[config.mk]
export PLATFORM = sky130hd
export DESIGN_NAME = hdx_backoff_ctrl
export DESIGN_NICKNAME = d
export VERILOG_FILES = /design/src/rtl/hdx_backoff_pkg.sv /design/src/rtl/hdx_lfsr.sv /design/src/rtl/hdx_down_cnt.sv /design/src/rtl/hdx_backoff_ctrl.sv
export SDC_FILE = /design/constraint.sdc
export NUM_CORES = 1
export LEC_CHECK = 0
export BUFFER_PORTS_ARGS = -buffer_cell sky130_fd_sc_hd__buf_2
export CORE_AREA = 2 2 82 60
export CTS_BUF_LIST = sky130_fd_sc_hd__clkbuf_4 sky130_fd_sc_hd__clkbuf_8
export CTS_CLUSTER_SIZE = 8
export DETAILED_ROUTE_END_ITERATION = 8
export DIE_AREA = 0 0 84 62
export PLACE_DENSITY_LB_ADDON = 0.3
export SETUP_SLACK_MARGIN = 0.15
export SYNTH_ARGS = -nofsm -noshare
export SYNTH_HDL_FRONTEND = slang
export SYNTH_SLANG_ARGS = --single-unit
[constraint.sdc]
create_clock -name clk -period 4.3 [get_ports clk]
set_input_delay 0.43 -clock clk [delete_from_list [all_inputs] [get_ports clk]]
set_output_delay 0.43 -clock clk [all_outputs]
set_load 0.05 [all_outputs]
[src/rtl/hdx_backoff_pkg.sv]
package hdx_backoff_pkg;

    typedef enum logic [2:0] {
        ST_IDLE,
        ST_GAP,
        ST_START,
        ST_XMIT,
        ST_JAM,
        ST_BACKOFF,
        ST_ABORT,
        ST_FJAM
    } hdx_state_e;

endpackage

[src/rtl/hdx_lfsr.sv]
// Free-running Fibonacci LFSR; never holds the all-zero word.
module hdx_lfsr #(
    parameter int               W    = 10,
    parameter logic [W-1:0]     TAPS = 10'h240,
    parameter logic [W-1:0]     SEED = 10'h1A5
) (
    input  logic         clk,
    input  logic         rst_n,
    output logic [W-1:0] rnd_o
);

    logic [W-1:0] lfsr_q;
    logic         fb;

    assign fb = ^(lfsr_q & TAPS);

    always_ff @(posedge clk) begin
        if (!rst_n) begin
            lfsr_q <= SEED;
        end else begin
            lfsr_q <= {lfsr_q[W-2:0], fb};
        end
    end

    assign rnd_o = lfsr_q;

endmodule

[src/rtl/hdx_down_cnt.sv]
// Loadable down counter that stops at zero.
module hdx_down_cnt #(
    parameter int W = 8
) (
    input  logic         clk,
    input  logic         rst_n,
    input  logic         load_i,
    input  logic [W-1:0] load_val_i,
    input  logic         dec_i,
    output logic [W-1:0] cnt_o,
    output logic         zero_o
);

    logic [W-1:0] cnt_q;

    always_ff @(posedge clk) begin
        if (!rst_n) begin
            cnt_q <= '0;
        end else if (load_i) begin
            cnt_q <= load_val_i;
        end else if (dec_i && (cnt_q != '0)) begin
            cnt_q <= cnt_q - 1'b1;
        end
    end

    assign cnt_o  = cnt_q;
    assign zero_o = (cnt_q == '0);

endmodule

[src/rtl/hdx_backoff_ctrl.sv]
module hdx_backoff_ctrl
    import hdx_backoff_pkg::*;
#(
    parameter int IPG_W         = 8,
    parameter int JAM_BITS      = 32,
    parameter int MAX_ATTEMPTS  = 16,
    parameter int BACKOFF_LIMIT = 10,
    parameter int LFSR_W        = 10,
    localparam int ATT_W        = $clog2(MAX_ATTEMPTS + 1)
) (
    input  logic             clk,
    input  logic             rst_n,
    input  logic             full_duplex_i,
    input  logic             no_backoff_i,
    input  logic             force_jam_i,
    input  logic             crs_i,
    input  logic             col_i,
    input  logic             slot_tick_i,
    input  logic [IPG_W-1:0] ipg_hdx_i,
    input  logic [IPG_W-1:0] ipg_fdx_i,
    input  logic             tx_req_i,
    input  logic             tx_done_i,
    output logic             tx_start_o,
    output logic             jam_o,
    output logic [ATT_W-1:0] attempt_o,
    output logic             excess_col_o
);

    localparam int JAM_W  = $clog2(JAM_BITS);
    localparam int TMR_W  = (IPG_W > JAM_W) ? IPG_W : JAM_W;
    localparam int SLOT_W = BACKOFF_LIMIT;

    hdx_state_e state_q, state_d;

    logic [ATT_W-1:0]  attempt_q;
    logic              att_inc, att_clr;

    logic              tmr_load, tmr_dec, tmr_zero;
    logic [TMR_W-1:0]  tmr_val, tmr_cnt;
    logic              slot_load, slot_dec, slot_zero;
    logic [SLOT_W-1:0] slot_val, slot_cnt;

    logic [LFSR_W-1:0] rnd;
    logic              hdx, carrier, fjam_req;
    logic [TMR_W-1:0]  gap_val;
    logic [ATT_W-1:0]  next_att;
    logic [ATT_W-1:0]  exp_k;
    logic [SLOT_W-1:0] slot_mask;

    assign hdx      = !full_duplex_i;
    assign carrier  = hdx && crs_i;
    assign fjam_req = hdx && force_jam_i && crs_i;
    assign gap_val  = full_duplex_i ? TMR_W'(ipg_fdx_i) : TMR_W'(ipg_hdx_i);

    // Exponent k = min(attempt number, cap); mask keeps k low bits.
    assign next_att  = attempt_q + 1'b1;
    assign exp_k     = (next_att > ATT_W'(BACKOFF_LIMIT)) ? ATT_W'(BACKOFF_LIMIT) : next_att;
    assign slot_mask = (SLOT_W'(1) << exp_k) - SLOT_W'(1);
    assign slot_val  = rnd[SLOT_W-1:0] & slot_mask;

    hdx_lfsr #(
        .W (LFSR_W)
    ) u_lfsr (
        .clk   (clk),
        .rst_n (rst_n),
        .rnd_o (rnd)
    );

    // Shared timer: inter-packet gap and jam length.
    hdx_down_cnt #(
        .W (TMR_W)
    ) u_gap_jam_tmr (
        .clk        (clk),
        .rst_n      (rst_n),
        .load_i     (tmr_load),
        .load_val_i (tmr_val),
        .dec_i      (tmr_dec),
        .cnt_o      (tmr_cnt),
        .zero_o     (tmr_zero)
    );

    // Backoff slot counter.
    hdx_down_cnt #(
        .W (SLOT_W)
    ) u_slot_cnt (
        .clk        (clk),
        .rst_n      (rst_n),
        .load_i     (slot_load),
        .load_val_i (slot_val),
        .dec_i      (slot_dec),
        .cnt_o      (slot_cnt),
        .zero_o     (slot_zero)
    );

    // State and attempt registers.
    always_ff @(posedge clk) begin
        if (!rst_n) begin
            state_q   <= ST_IDLE;
            attempt_q <= '0;
        end else begin
            state_q <= state_d;
            if (att_clr) begin
                attempt_q <= '0;
            end else if (att_inc) begin
                attempt_q <= next_att;
            end
        end
    end

    // Transitions and counter control.
    always_comb begin
        state_d   = state_q;
        tmr_load  = 1'b0;
        tmr_val   = gap_val;
        tmr_dec   = 1'b0;
        slot_load = 1'b0;
        slot_dec  = 1'b0;
        att_inc   = 1'b0;
        att_clr   = 1'b0;
        unique case (state_q)
            ST_IDLE: begin
                if (fjam_req) begin
                    state_d = ST_FJAM;
                end else if (tx_req_i) begin
                    state_d  = ST_GAP;
                    tmr_load = 1'b1;
                end
            end
            ST_GAP: begin
                if (carrier) begin
                    tmr_load = 1'b1;
                end else if (tmr_zero) begin
                    state_d = ST_START;
                end else begin
                    tmr_dec = 1'b1;
                end
            end
            ST_START: begin
                state_d = ST_XMIT;
            end
            ST_XMIT: begin
                if (tx_done_i) begin
                    state_d = ST_IDLE;
                    att_clr = 1'b1;
                end else if (hdx && col_i) begin
                    state_d   = ST_JAM;
                    tmr_load  = 1'b1;
                    tmr_val   = TMR_W'(JAM_BITS - 1);
                    att_inc   = 1'b1;
                    slot_load = 1'b1;
                end
            end
            ST_JAM: begin
                if (!tmr_zero) begin
                    tmr_dec = 1'b1;
                end else if (attempt_q == ATT_W'(MAX_ATTEMPTS)) begin
                    state_d = ST_ABORT;
                end else if (no_backoff_i) begin
                    state_d  = ST_GAP;
                    tmr_load = 1'b1;
                end else begin
                    state_d = ST_BACKOFF;
                end
            end
            ST_BACKOFF: begin
                if (slot_zero) begin
                    state_d  = ST_GAP;
                    tmr_load = 1'b1;
                end else begin
                    slot_dec = slot_tick_i;
                end
            end
            ST_ABORT: begin
                state_d = ST_IDLE;
                att_clr = 1'b1;
            end
            ST_FJAM: begin
                if (!fjam_req) begin
                    state_d = ST_IDLE;
                end
            end
            default: begin
                state_d = ST_IDLE;
            end
        endcase
    end

    // Outputs decoded from the state.
    always_comb begin
        tx_start_o   = 1'b0;
        jam_o        = 1'b0;
        excess_col_o = 1'b0;
        unique case (state_q)
            ST_START: tx_start_o   = 1'b1;
            ST_JAM:   jam_o        = 1'b1;
            ST_FJAM:  jam_o        = 1'b1;
            ST_ABORT: excess_col_o = 1'b1;
            default: ;
        endcase
    end

    assign attempt_o = attempt_q;

endmodule

# Yosys cells after proc, flatten, opt, wreduce, memory -nomap -nowiden
# Index checks and enable logic that the tools add are counted.
[totals] register_bits=36 output_inout_bits=8 wordCells=88
[classes] add_sub_neg=4 n_lt_le_gt_ge=1 eq_ne=15 shifts=1 muxes=42 n_bitwise=2 reduce_logical=18
[op_table] cell="$mux W8" n=6
[op_table] cell="$mux W3" n=11
[op_table] cell="$pmux W3 S8" n=1
[op_table] cell="$mux W10" n=2
[op_table] cell="$mux W1" n=18
[op_table] cell="$eq A3 B3 Y1 const B" n=4
[op_table] cell="$and A10 B10 Y10" n=1
[op_table] cell="$logic_not A10 Y1" n=1
[op_table] cell="$ne A2 B2 Y1 const B" n=5
[op_table] cell="$reduce_bool A10 Y1" n=1
[op_table] cell="$reduce_xor A10 Y1" n=1
[op_table] cell="$shl A1 B5 Y10 const A" n=1
[op_table] cell="$sub A10 B1 Y10 const B" n=1
[op_table] cell="$sub A10 B2 Y10 const B" n=1
[op_table] cell="$logic_not A8 Y1" n=1
[op_table] cell="$reduce_bool A8 Y1" n=1
[op_table] cell="$sub A8 B1 Y8 const B" n=1
[op_table] cell="$reduce_and A7 Y1" n=1
[op_table] cell="$eq A3 B2 Y1 const B" n=2
[op_table] cell="$logic_and A1 B1 Y1" n=6
[op_table] cell="$ne A3 B3 Y1 const B" n=2
[op_table] cell="$add A5 B1 Y5 const B" n=1
[op_table] cell="$eq A5 B5 Y1 const B" n=1
[op_table] cell="$gt A5 B4 Y1 const B" n=1
[op_table] cell="other kinds (9)" n=12

# Longest topological paths before layout
# Gate-level depths: netlist (run 1).
[logic_depth] word_depth=7 ltp_mapped=12 depth_no_buf=9

# Modules after synthesis
# Synthesis (run 1) repeated with hierarchy kept, for this count alone.
[unflattened] cells_unflattened=317 hier_area_um2=2585.0
[by_module_without_submodules] module="hdx_backoff_ctrl" n_inst=1 cells_per_inst=164 area_per_inst_um2=1209.9 seq_area_each_um2=160.2
[by_module_without_submodules] module="hdx_down_cnt (u_slot_cnt)" n_inst=1 cells_per_inst=74 area_per_inst_um2=598.1 seq_area_each_um2=200.2
[by_module_without_submodules] module="hdx_down_cnt (u_gap_jam_tmr)" n_inst=1 cells_per_inst=58 area_per_inst_um2=508.0 seq_area_each_um2=160.2
[by_module_without_submodules] module="hdx_lfsr" n_inst=1 cells_per_inst=21 area_per_inst_um2=269.0 seq_area_each_um2=200.2

# Worst setup path after synthesis (run 1)
# OpenSTA, ideal clock, no wires.
[synth_path] kind="reg-to-reg" startpoint="register attempt_q[1] (netlist: attempt_o[1])" endpoint="register u_slot_cnt.cnt_q[4] (netlist: u_slot_cnt.cnt_o[4])" arrival_time_ns=3.161 t_required_ns=4.242 path_slack_ns=1.082 path_stages_with_launch=12 path_cell_list="dfxtp_1 ha_1 clkbuf_2 xnor2_1 a31oi_1 clkbuf_1 or4_1 ha_1 clkbuf_1 or4b_1 a31oi_1 a21o_1"
[synth_between] elab_chain_len=7
[synth_lines] element="start: declaration" line="hdx_backoff_ctrl.sv:35" rtl="logic [ATT_W-1:0] attempt_q;"
[synth_lines] element="start signal: assignment" line="hdx_backoff_ctrl.sv:105" rtl="attempt_q <= next_att;"
[synth_lines] element="$add A5 B1 Y5 *" line="hdx_backoff_ctrl.sv:56" rtl="assign next_att = attempt_q + 1'b1;"
[synth_lines] element="$gt A5 B4 Y1" line="hdx_backoff_ctrl.sv:57" rtl="assign exp_k = (next_att > ATT_W'(BACKOFF_LIMIT)) ? ATT_W'(BACKOFF_LIMIT) : next_att;"
[synth_lines] element="$mux W5 *" line="hdx_backoff_ctrl.sv:57"
[synth_lines] element="$shl A1 B5 Y10 *" line="hdx_backoff_ctrl.sv:58" rtl="assign slot_mask = (SLOT_W'(1) << exp_k) - SLOT_W'(1);"
[synth_lines] element="$sub A10 B2 Y10 *" line="hdx_backoff_ctrl.sv:58"
[synth_lines] element="$and A10 B10 Y10 *" line="hdx_backoff_ctrl.sv:59" rtl="assign slot_val = rnd[SLOT_W-1:0] & slot_mask;"
[synth_lines] element="$mux W10 *" line="hdx_down_cnt.sv:19" rtl="end else if (load_i) begin"
[synth_lines] element="end signal: assignment" line="hdx_down_cnt.sv:20" rtl="cnt_q <= load_val_i;"
[synth_lines] element="end signal: assignment" line="hdx_down_cnt.sv:22" rtl="cnt_q <= cnt_q - 1'b1;"
[synth_lines] element="end: declaration" line="hdx_down_cnt.sv:14" rtl="logic [W-1:0] cnt_q;"
# Mark *: on every way between the ends. The rest lies on a longest branch, timed or not.
# A chain may end at the register's enable or synchronous reset.

# Worst setup path in the final report (run 1)
[layout_path] startpoint="register attempt_q[0] (netlist: attempt_o[0])" endpoint="register u_slot_cnt.cnt_q[8] (netlist: u_slot_cnt.cnt_o[8])"
# Same word-level chain as after synthesis.

==> results_dict.tcl, run 1 <==
set metrics [dict create \
    status "finished, final reports clean" \
    post-route-period-util 0.741 \
    worstSetupEndpointType "flip-flop" \
    die_y_um 62 \
    worst_slew_pin_slew_ps 948 \
    ys_ff_latch 36 \
    fin_nets 357 \
    cp.arrival_ps 3440 \
    dp_hpwl_mm 4.15 \
    die-area_um2 5210 \
    clk_latency_ps 300 \
    cts_resized 0 \
    dr.pass1.iters 4 \
    synth_fp_nets 338 \
    power_density_nw_per_um2 475 \
    cp.required_ps 4550 \
    skew_ps 3.84 \
    drv_cap 0 \
    start_util 0.551 \
    synthFlopType "dfxtp_1" \
    seq_area_frac_synth 0.288 \
    drcViolationCount 0 \
    clk_pin_slew_worst_paths_ps 80 \
    rows 21 \
    yosysUniqueCellTypes 68 \
    grt_pass1_wl_mm 9.21 \
    yosysWarnings 0 \
    holdPathStages 1 \
    ys_async_sr_fraction 0 \
    ios 34 \
    min_period_ps 3180 \
    htree_levels 2 \
    leakagePower_nw 1.12 \
    grt_usage 0.227 \
    cts.sinks 36 \
    vias 2264 \
    cts_made_buffers 5 \
    cts_hold_buf 0 \
    gp_congestion 0.880 \
    netlist_area_um2 2500 \
    vdd.ir_drop.worst_mv 0.285 \
    grt_max_degree 27 \
    clock.fmax_mhz 314 \
    core_um2 4550 \
    grt_pass1_vias 1883 \
    drt-initial-drc-count 160 \
    finalHoldViolations 0 \
    layout-drive-gt1-share 0.175 \
    via_per_inst 5.91 \
    cts_root_buf "clkbuf_8" \
    crit_fanout 15 \
    nFillCells 408 \
    crit_path_start_kind "flip-flop" \
    dp_cells 375 \
    worstSetupPathType "flip-flop to flip-flop" \
    fin_tns_setup_ps 0 \
    chipWidth_um 84 \
    cts_max_path_buffers 2 \
    synthCells 306 \
    syn_area_per_cell_um2 8.18 \
    avgRoutedWirePerCell_um 15.2 \
    overflow 0 \
    cts_tree "built" \
    area_growth_pct 8.95 \
    grt_setup_unrepaired "false" \
    antenna_found_initial 0 \
    ant_nets 0 \
    setup_viol 0 \
    synth_edf_count 0 \
    n_antenna_cell 0 \
    relSlewSlack 0.368 \
    cts_setup_buffers 0 \
    r2r_cells 8 \
    io_buffers 33 \
    final_cells 383 \
    drt_wl_total_mm 5.83 \
    hold_path_class "flip-flop to flip-flop" \
    slew_viol_final 0 \
]
metrics by stage:
step	cell area (µm²)	hold WS (ps)	worst slack [ps]	util	power (W)
after global routing	2730	486	816	0.600	0.00138
final	2730	452	1120	0.600	0.00130
after detailed placement	2640	429	1150	0.580	0.00103
after global placement	2640	420	1270	0.580	0.00102
after CTS	2730	451	1130	0.600	0.00129
after floorplan	2500	410	1080	-	0.000932
report_power, final:
group	leakage (nW)	internal (W)	switching [W]
clock	0.0404	0.000115	0.000143
sequential	0.296	0.000391	0.0000872
combinational	0.789	0.000230	0.000329
total	1.12	0.000736	0.000560
per-layer routing:
layer	vias up	wire length, µm	track usage
li1	1154	-	-
met1	1043	3050	0.336
met2	63	2340	0.326
met3	4	407	0.0528
met4	0	27	0.0760
met5	-	0	0
cells in the mapped netlist (all sizes together), types with 4 or more instances:
cell    number  area (µm²)
a211oi       5        42.5
a21oi       21         109
a31oi        6        52.6
and2         6        40.0
buf         13        77.6
clkbuf       9        35.0
dfxtp       36         721
ha           6        75.1
inv          9        33.8
mux2i       11         110
nand2       24        90.1
nand2b      10        62.6
nand3       12        60.1
nand4        6        37.5
nand4b       5        58.8
nor2        23        86.3
nor2b        6        37.5
nor3        10        50.1
o21a         4        30.0
o21ai       11        58.8
or4          4        33.8
xnor2        6        52.6
xor2        10        87.6
sequential cells by signal (all words and copies together), names as in the netlist:
register / cells
attempt_o: 5
u_slot_cnt.cnt_o: 10
state_q: 3
u_gap_jam_tmr.cnt_o: 8
u_lfsr.rnd_o: 10
path summary, 6_finish.rpt:
path | startpoint | endpoint | slack [ps]
min | u_lfsr.rnd_o[1] | u_lfsr.rnd_o[2] | 450
min reg2reg | u_lfsr.rnd_o[1] | u_lfsr.rnd_o[2] | 450
max | attempt_o[0] | u_slot_cnt.cnt_o[8] | 1120
max reg2reg | attempt_o[0] | u_slot_cnt.cnt_o[8] | 1120
placed cells by master, fill, tap and decap left out, types with 5 or more instances in the layout:
master and count:
a21oi_1 20, a31oi_1 5, and2_1 5, buf_2 33
clkbuf_8 5, dfxtp_1 36, ha_1 6, inv_1 9
mux2i_1 11, nand2_1 24, nand2b_1 10, nand3_1 12
nand4_1 6, nor2_1 23, nor2b_1 6, nor3_1 10
o21ai_0 8, xnor2_1 6, xor2_1 10
critical path: stages (launching register included):
cell and delay [ps]:
dfxtp_1 510, ha_1 340, xnor2_1 150, a31oi_1 330
or4_1 600, ha_1 340, or4b_1 540, a21oi_1 150
o211a_1 160
logic make-up after synthesis:
kind of cell	count (synthesis)	synth area share
and+or+nand+nor	132	0.314
AOI/OAI and AO/OA	73	0.208
DFF	36	0.288
buffers and inverters	32	0.0600
xor gates and xnor gates	16	0.0560
muxes	11	0.0440
adders and majority gates	6	0.0300
layout make-up:
cell class / count / area [µm²] / area share
multi-input cells: 238 / 1630 / 0.599
repair buffers: 34 / 173 / 0.0633
clock inverters: 3 / 23.8 / 0.00872
well taps: 57 / 71.3 / 0.0261
flip-flops and latches: 36 / 721 / 0.264
clock buffers: 5 / 68.8 / 0.0252
inverters: 10 / 37.5 / 0.0138
No activity file was read; power rests on OpenSTA's default activity.
==> run 2, diff against run 1 <==
- clock period: 4.3 -> 3.2 ns (I/O delays scaled with it)
==> run 2 against run 1 <==
Against the previous run:
- register-to-register slack got worse by 730 ps
- core utilization increased by 0.83 points
- clock skew increased by 4.6 ps
- die area unchanged
- largest cell class unchanged
- largest power group unchanged
==> results_dict.tcl, run 2 (synthesis gave the netlist of run 1 again) <==
set metrics [dict create \
    rows 21 \
    ios 34 \
    p_sw_w 0.000721 \
    grt_usage 0.227 \
    drt-initial-drc-count 220 \
    power_density_nw_per_um2 649 \
    min_period_ps 2810 \
    vias 2274 \
    cts_setup_buffers 0 \
    cp.arrival_ps 3050 \
    relSlewSlack 0.386 \
    cts_max_path_buffers 2 \
    drcViolationCount 0 \
    n_antenna_cell 0 \
    area_growth_pct 10.4 \
    cts_tree "built" \
    endpoint "u_slot_cnt.cnt_o[8]" \
    final_cell_mix "dfxtp_1, buf_2, nand2_1" \
    drv_cap 0 \
    clkPwrFrac 0.227 \
    cts.sinks 36 \
    die-area_um2 5210 \
    worstSetupEndpointType "flip-flop" \
    cts_hold_buf 0 \
    start_util 0.551 \
    grt_setup_unrepaired "false" \
    crit_start "attempt_o[0]" \
    gp_congestion 0.842 \
    p_int_w 0.00107 \
    post-route-period-util 0.879 \
    switching_share 0.402 \
    multi_input_area_um2 1630 \
    cts_root_buf "clkbuf_8" \
    die_y_um 62 \
    clock.fmax_mhz 355 \
    nFillCells 437 \
    fin_nets 359 \
    slew_viol_final 0 \
    finalHoldViolations 0 \
    drt_wl_total_mm 5.90 \
    cts_made_buffers 5 \
    cts_resized 0 \
    fin_tns_setup_ps 0 \
    pre_cts_ws_ps 431 \
    ant_nets 0 \
    dp_hpwl_mm 4.31 \
    status "finished, final reports clean" \
    cp.required_ps 3440 \
    dr.pass1.iters 4 \
    r2r_cells 8 \
    avgRoutedWirePerCell_um 15.3 \
    pwr-share-comb 0.417 \
    fin_ws_ps 386 \
    vdd.ir_drop.worst_mv 0.456 \
    chipWidth_um 84 \
    clk_latency_ps 290 \
    via_per_inst 5.91 \
    crit_path_start_kind "flip-flop" \
    grt_pass1_vias 1840 \
    antenna_found_initial 0 \
    layout-drive-gt1-share 0.189 \
    skew_ps 8.46 \
    power_frac_seq 0.356 \
    seq_area_um2 724 \
    worst_slew_pin_slew_ps 921 \
    rr_startpoint "attempt_o[0]" \
    worstSetupPathType "flip-flop to flip-flop" \
    core_um2 4550 \
    htree_levels 2 \
    reg2reg_slack_ps 390 \
    leakagePower_nw 1.16 \
    crit_fanout 12 \
    overflow 0 \
    io_buffers 33 \
    grt_pass1_wl_mm 9.13 \
    clk_pin_slew_worst_paths_ps 80 \
    r2r_end "u_slot_cnt.cnt_o[8]" \
    grt_max_degree 27 \
    setup_viol 0 \
    hold_path_class "input pin to flip-flop" \
]
## run 2: cell types whose count changed in the layout (fill, tap and decap cells not counted)
cell	change
clkinv_2	+1
clkbuf_4	+1
dfxtp_1	-3
clkinv_4	-1
dfxtp_2	+3
bufinv_16	+1
buf_4	+2
clkinvlp_4	-2
## run 2: how the worst min path moves through the flow
stage | depth (start not counted) | slack [ps] | end | startpoint
after global routing | 3 | 420 | u_gap_jam_tmr.cnt_o[1] | ipg_hdx_i[1]
after detailed placement | 1 | 430 | u_lfsr.rnd_o[2] | u_lfsr.rnd_o[1]
after floorplan | 1 | 410 | u_lfsr.rnd_o[5] | u_lfsr.rnd_o[4]
after CTS | 3 | 370 | u_gap_jam_tmr.cnt_o[1] | ipg_hdx_i[1]
after global placement | 1 | 420 | u_lfsr.rnd_o[2] | u_lfsr.rnd_o[1]
final | 3 | 360 | u_gap_jam_tmr.cnt_o[1] | ipg_hdx_i[1]
## run 2: routing by layer
metal | part of all wire | global-route usage | wire [µm] | up-vias
li1 | - | - | - | 1161
met1 | 0.51 | 0.351 | 3040 | 1030
met2 | 0.41 | 0.319 | 2430 | 77
met3 | 0.063 | 0.0436 | 373 | 6
met4 | 0.010 | 0.0622 | 59 | 0
met5 | 0 | 0 | 0 | -
## run 2: critical path, cell delays in order (launching register included)
cell and delay, ps:
dfxtp_2 440, inv_1 110, ha_1 450, nand2b_1 240, or3_1 360, ha_1 330, or4b_1 540, a21oi_1 140
o211a_1 160
## run 2: stage by stage
stage	total power, W	hold WS (ps)	area, µm²	std cells	utilization
6_report	0.00179	364	2770	385	0.608
3_3_place_gp	0.00137	423	2650	377	0.584
4_1_cts	0.00178	371	2770	385	0.608
2_1_floorplan	0.00125	410	2510	306	-
3_5_place_dp	0.00137	429	2650	377	0.584
5_1_grt	0.00191	423	2770	385	0.608
## run 2: area by class of cell
| class | instances | area share |
|---|---|---|
| Multi-Input combinational cell | 238 | 0.590 |
| Sequential cell | 36 | 0.262 |
| Timing Repair Buffer | 36 | 0.0679 |
| Clock buffer | 6 | 0.0276 |
| Tap cell | 57 | 0.0258 |
| Inverter | 10 | 0.0136 |
| Clock inverter | 2 | 0.0127 |
## run 2: power groups by stage
| stage | Combinational [W] | Sequential, W | Clock [W] |
|---|---|---|---|
| 6_report | 0.000748 | 0.000639 | 0.000406 |
| 5_1_grt | 0.000830 | 0.000653 | 0.000431 |
| 4_1_cts | 0.000736 | 0.000637 | 0.000410 |
| 3_5_place_dp | 0.000729 | 0.000645 | 0 |
| 3_3_place_gp | 0.000722 | 0.000648 | 0 |
| 2_1_floorplan | 0.000666 | 0.000587 | 0 |
==> run 3, diff against run 2 <==
- clock period: 3.2 -> 3.6 ns (I/O delays scaled with it)
==> run 3 against run 2 <==
Against the previous run:
- non-clock buffer count unchanged
- clock skew down 1.3 ps
- count of clock-buffer cells in the layout down 1
- maximum frequency down 4.1%
- die area unchanged
- global-route usage up 1.5 points
- routed wire length up 3.7%
- via count up 4.2%
- critical path depth unchanged
- first-iteration DRC count down 9.5%
==> results_dict.tcl, run 3 (synthesis gave the netlist of run 1 again) <==
set metrics [dict create \
    die-area_um2 5210 \
    ios 34 \
    cts_setup_buffers 0 \
    rr_startpoint "attempt_o[0]" \
    endpoint "u_slot_cnt.cnt_o[8]" \
    pwr-share-comb 0.420 \
    min_period_ps 2930 \
    cts_resized 0 \
    cts.sinks 36 \
    clk_pin_slew_worst_paths_ps 70 \
    clock.fmax_mhz 341 \
    overflow 0 \
    die_y_um 62 \
    fin_nets 359 \
    vias 2369 \
    worst_slew_pin_slew_ps 943 \
    p_int_w 0.000946 \
    clkPwrFrac 0.226 \
    grt_max_degree 27 \
    drv_cap 0 \
    power_density_nw_per_um2 583 \
    cts_root_buf "clkbuf_8" \
    slew_viol_final 0 \
    fin_ws_ps 667 \
    switching_share 0.412 \
    worstSetupEndpointType "flip-flop" \
    r2r_end "u_slot_cnt.cnt_o[8]" \
    grt_pass1_wl_mm 9.75 \
    start_util 0.551 \
    post-route-period-util 0.815 \
    htree_levels 2 \
    dp_hpwl_mm 4.33 \
    drt-initial-drc-count 199 \
    antenna_found_initial 0 \
    vdd.ir_drop.worst_mv 0.326 \
    fin_tns_setup_ps 0 \
    r2r_cells 8 \
    ant_nets 0 \
    avgRoutedWirePerCell_um 15.9 \
    cts_tree "built" \
    final_cell_mix "dfxtp_1, buf_2, nand2_1" \
    gp_congestion 0.904 \
    hold_path_class "input pin to flip-flop" \
    via_per_inst 6.15 \
    mostFrequentLayoutCell "dfxtp_1" \
    cts_max_path_buffers 2 \
    cp.required_ps 3850 \
    core_um2 4550 \
    relSlewSlack 0.371 \
    fin_util 0.607 \
    leakagePower_nw 1.15 \
    drt_wl_total_mm 6.12 \
    cts_hold_buf 0 \
    reg2reg_slack_ps 670 \
    power_frac_seq 0.354 \
    rows 21 \
    io_buffers 33 \
    area_growth_pct 10.3 \
    pre_cts_ws_ps 742 \
    n_antenna_cell 0 \
    crit_fanout 12 \
    grt_pass1_vias 2014 \
    finalHoldViolations 0 \
    drcViolationCount 0 \
    p_sw_w 0.000663 \
    dr.pass1.iters 6 \
    grt_setup_unrepaired "false" \
    cts_made_buffers 5 \
    layout-drive-gt1-share 0.180 \
    skew_ps 7.14 \
    clk_latency_ps 300 \
    grt_usage 0.241 \
    chipWidth_um 84 \
    crit_path_start_kind "flip-flop" \
    worstSetupPathType "flip-flop to flip-flop" \
    setup_viol 0 \
    cp.arrival_ps 3180 \
    status "finished, final reports clean" \
    crit_start "attempt_o[0]" \
]
run 3: routing by layer:
layer,global-route usage,wire [µm],vias up,share of wire
li1,-,-,1168,-
met1,0.354,3080,1102,0.50
met2,0.347,2540,89,0.42
met3,0.0449,402,10,0.066
met4,0.108,96,0,0.016
met5,0,0,-,0
run 3: metrics by stage:
step / total power [W] / instances / cell area (µm²) / hold WS (ps)
floorplan: 0.00111 / 306 / 2500 / 410
global placement: 0.00122 / 377 / 2650 / 421
detailed placement: 0.00124 / 377 / 2650 / 438
CTS: 0.00160 / 385 / 2760 / 430
global route: 0.00171 / 385 / 2760 / 475
finish: 0.00161 / 385 / 2760 / 425
run 3: worst min path at each step:
stage,start,end,slack [ps],cells past startpoint
floorplan,u_lfsr.rnd_o[4],u_lfsr.rnd_o[5],410,1
global placement,u_lfsr.rnd_o[4],u_lfsr.rnd_o[5],420,1
detailed placement,u_lfsr.rnd_o[4],u_lfsr.rnd_o[5],440,1
CTS,ipg_hdx_i[1],u_gap_jam_tmr.cnt_o[1],430,3
global route,ipg_hdx_i[1],u_gap_jam_tmr.cnt_o[1],480,3
finish,ipg_hdx_i[1],u_gap_jam_tmr.cnt_o[1],430,3
run 3: power groups by stage:
stage	Combinational (W)	Sequential (W)	Clock, W
floorplan	0.000592	0.000521	0
global placement	0.000644	0.000575	0
detailed placement	0.000662	0.000574	0
CTS	0.000668	0.000565	0.000372
global route	0.000751	0.000578	0.000382
finish	0.000676	0.000569	0.000364
run 3: cell type report:
| class | instances | area [µm²] |
|---|---|---|
| repair buffers | 36 | 188 |
| inverters | 10 | 37.5 |
| well taps | 57 | 71.3 |
| clock inverters | 3 | 42.5 |
| multi-input cells | 238 | 1630 |
| flip-flops and latches | 36 | 721 |
| fillers | 414 | 1780 |
| clock buffers | 5 | 68.8 |
run 3: worst max-delay path: stages (launching register included):
cell and delay, ps:
dfxtp_1 520, inv_1 130, ha_1 460, nand2b_1 240
or3_1 360, ha_1 330, or4b_1 540, a21oi_1 140
o211a_1 160
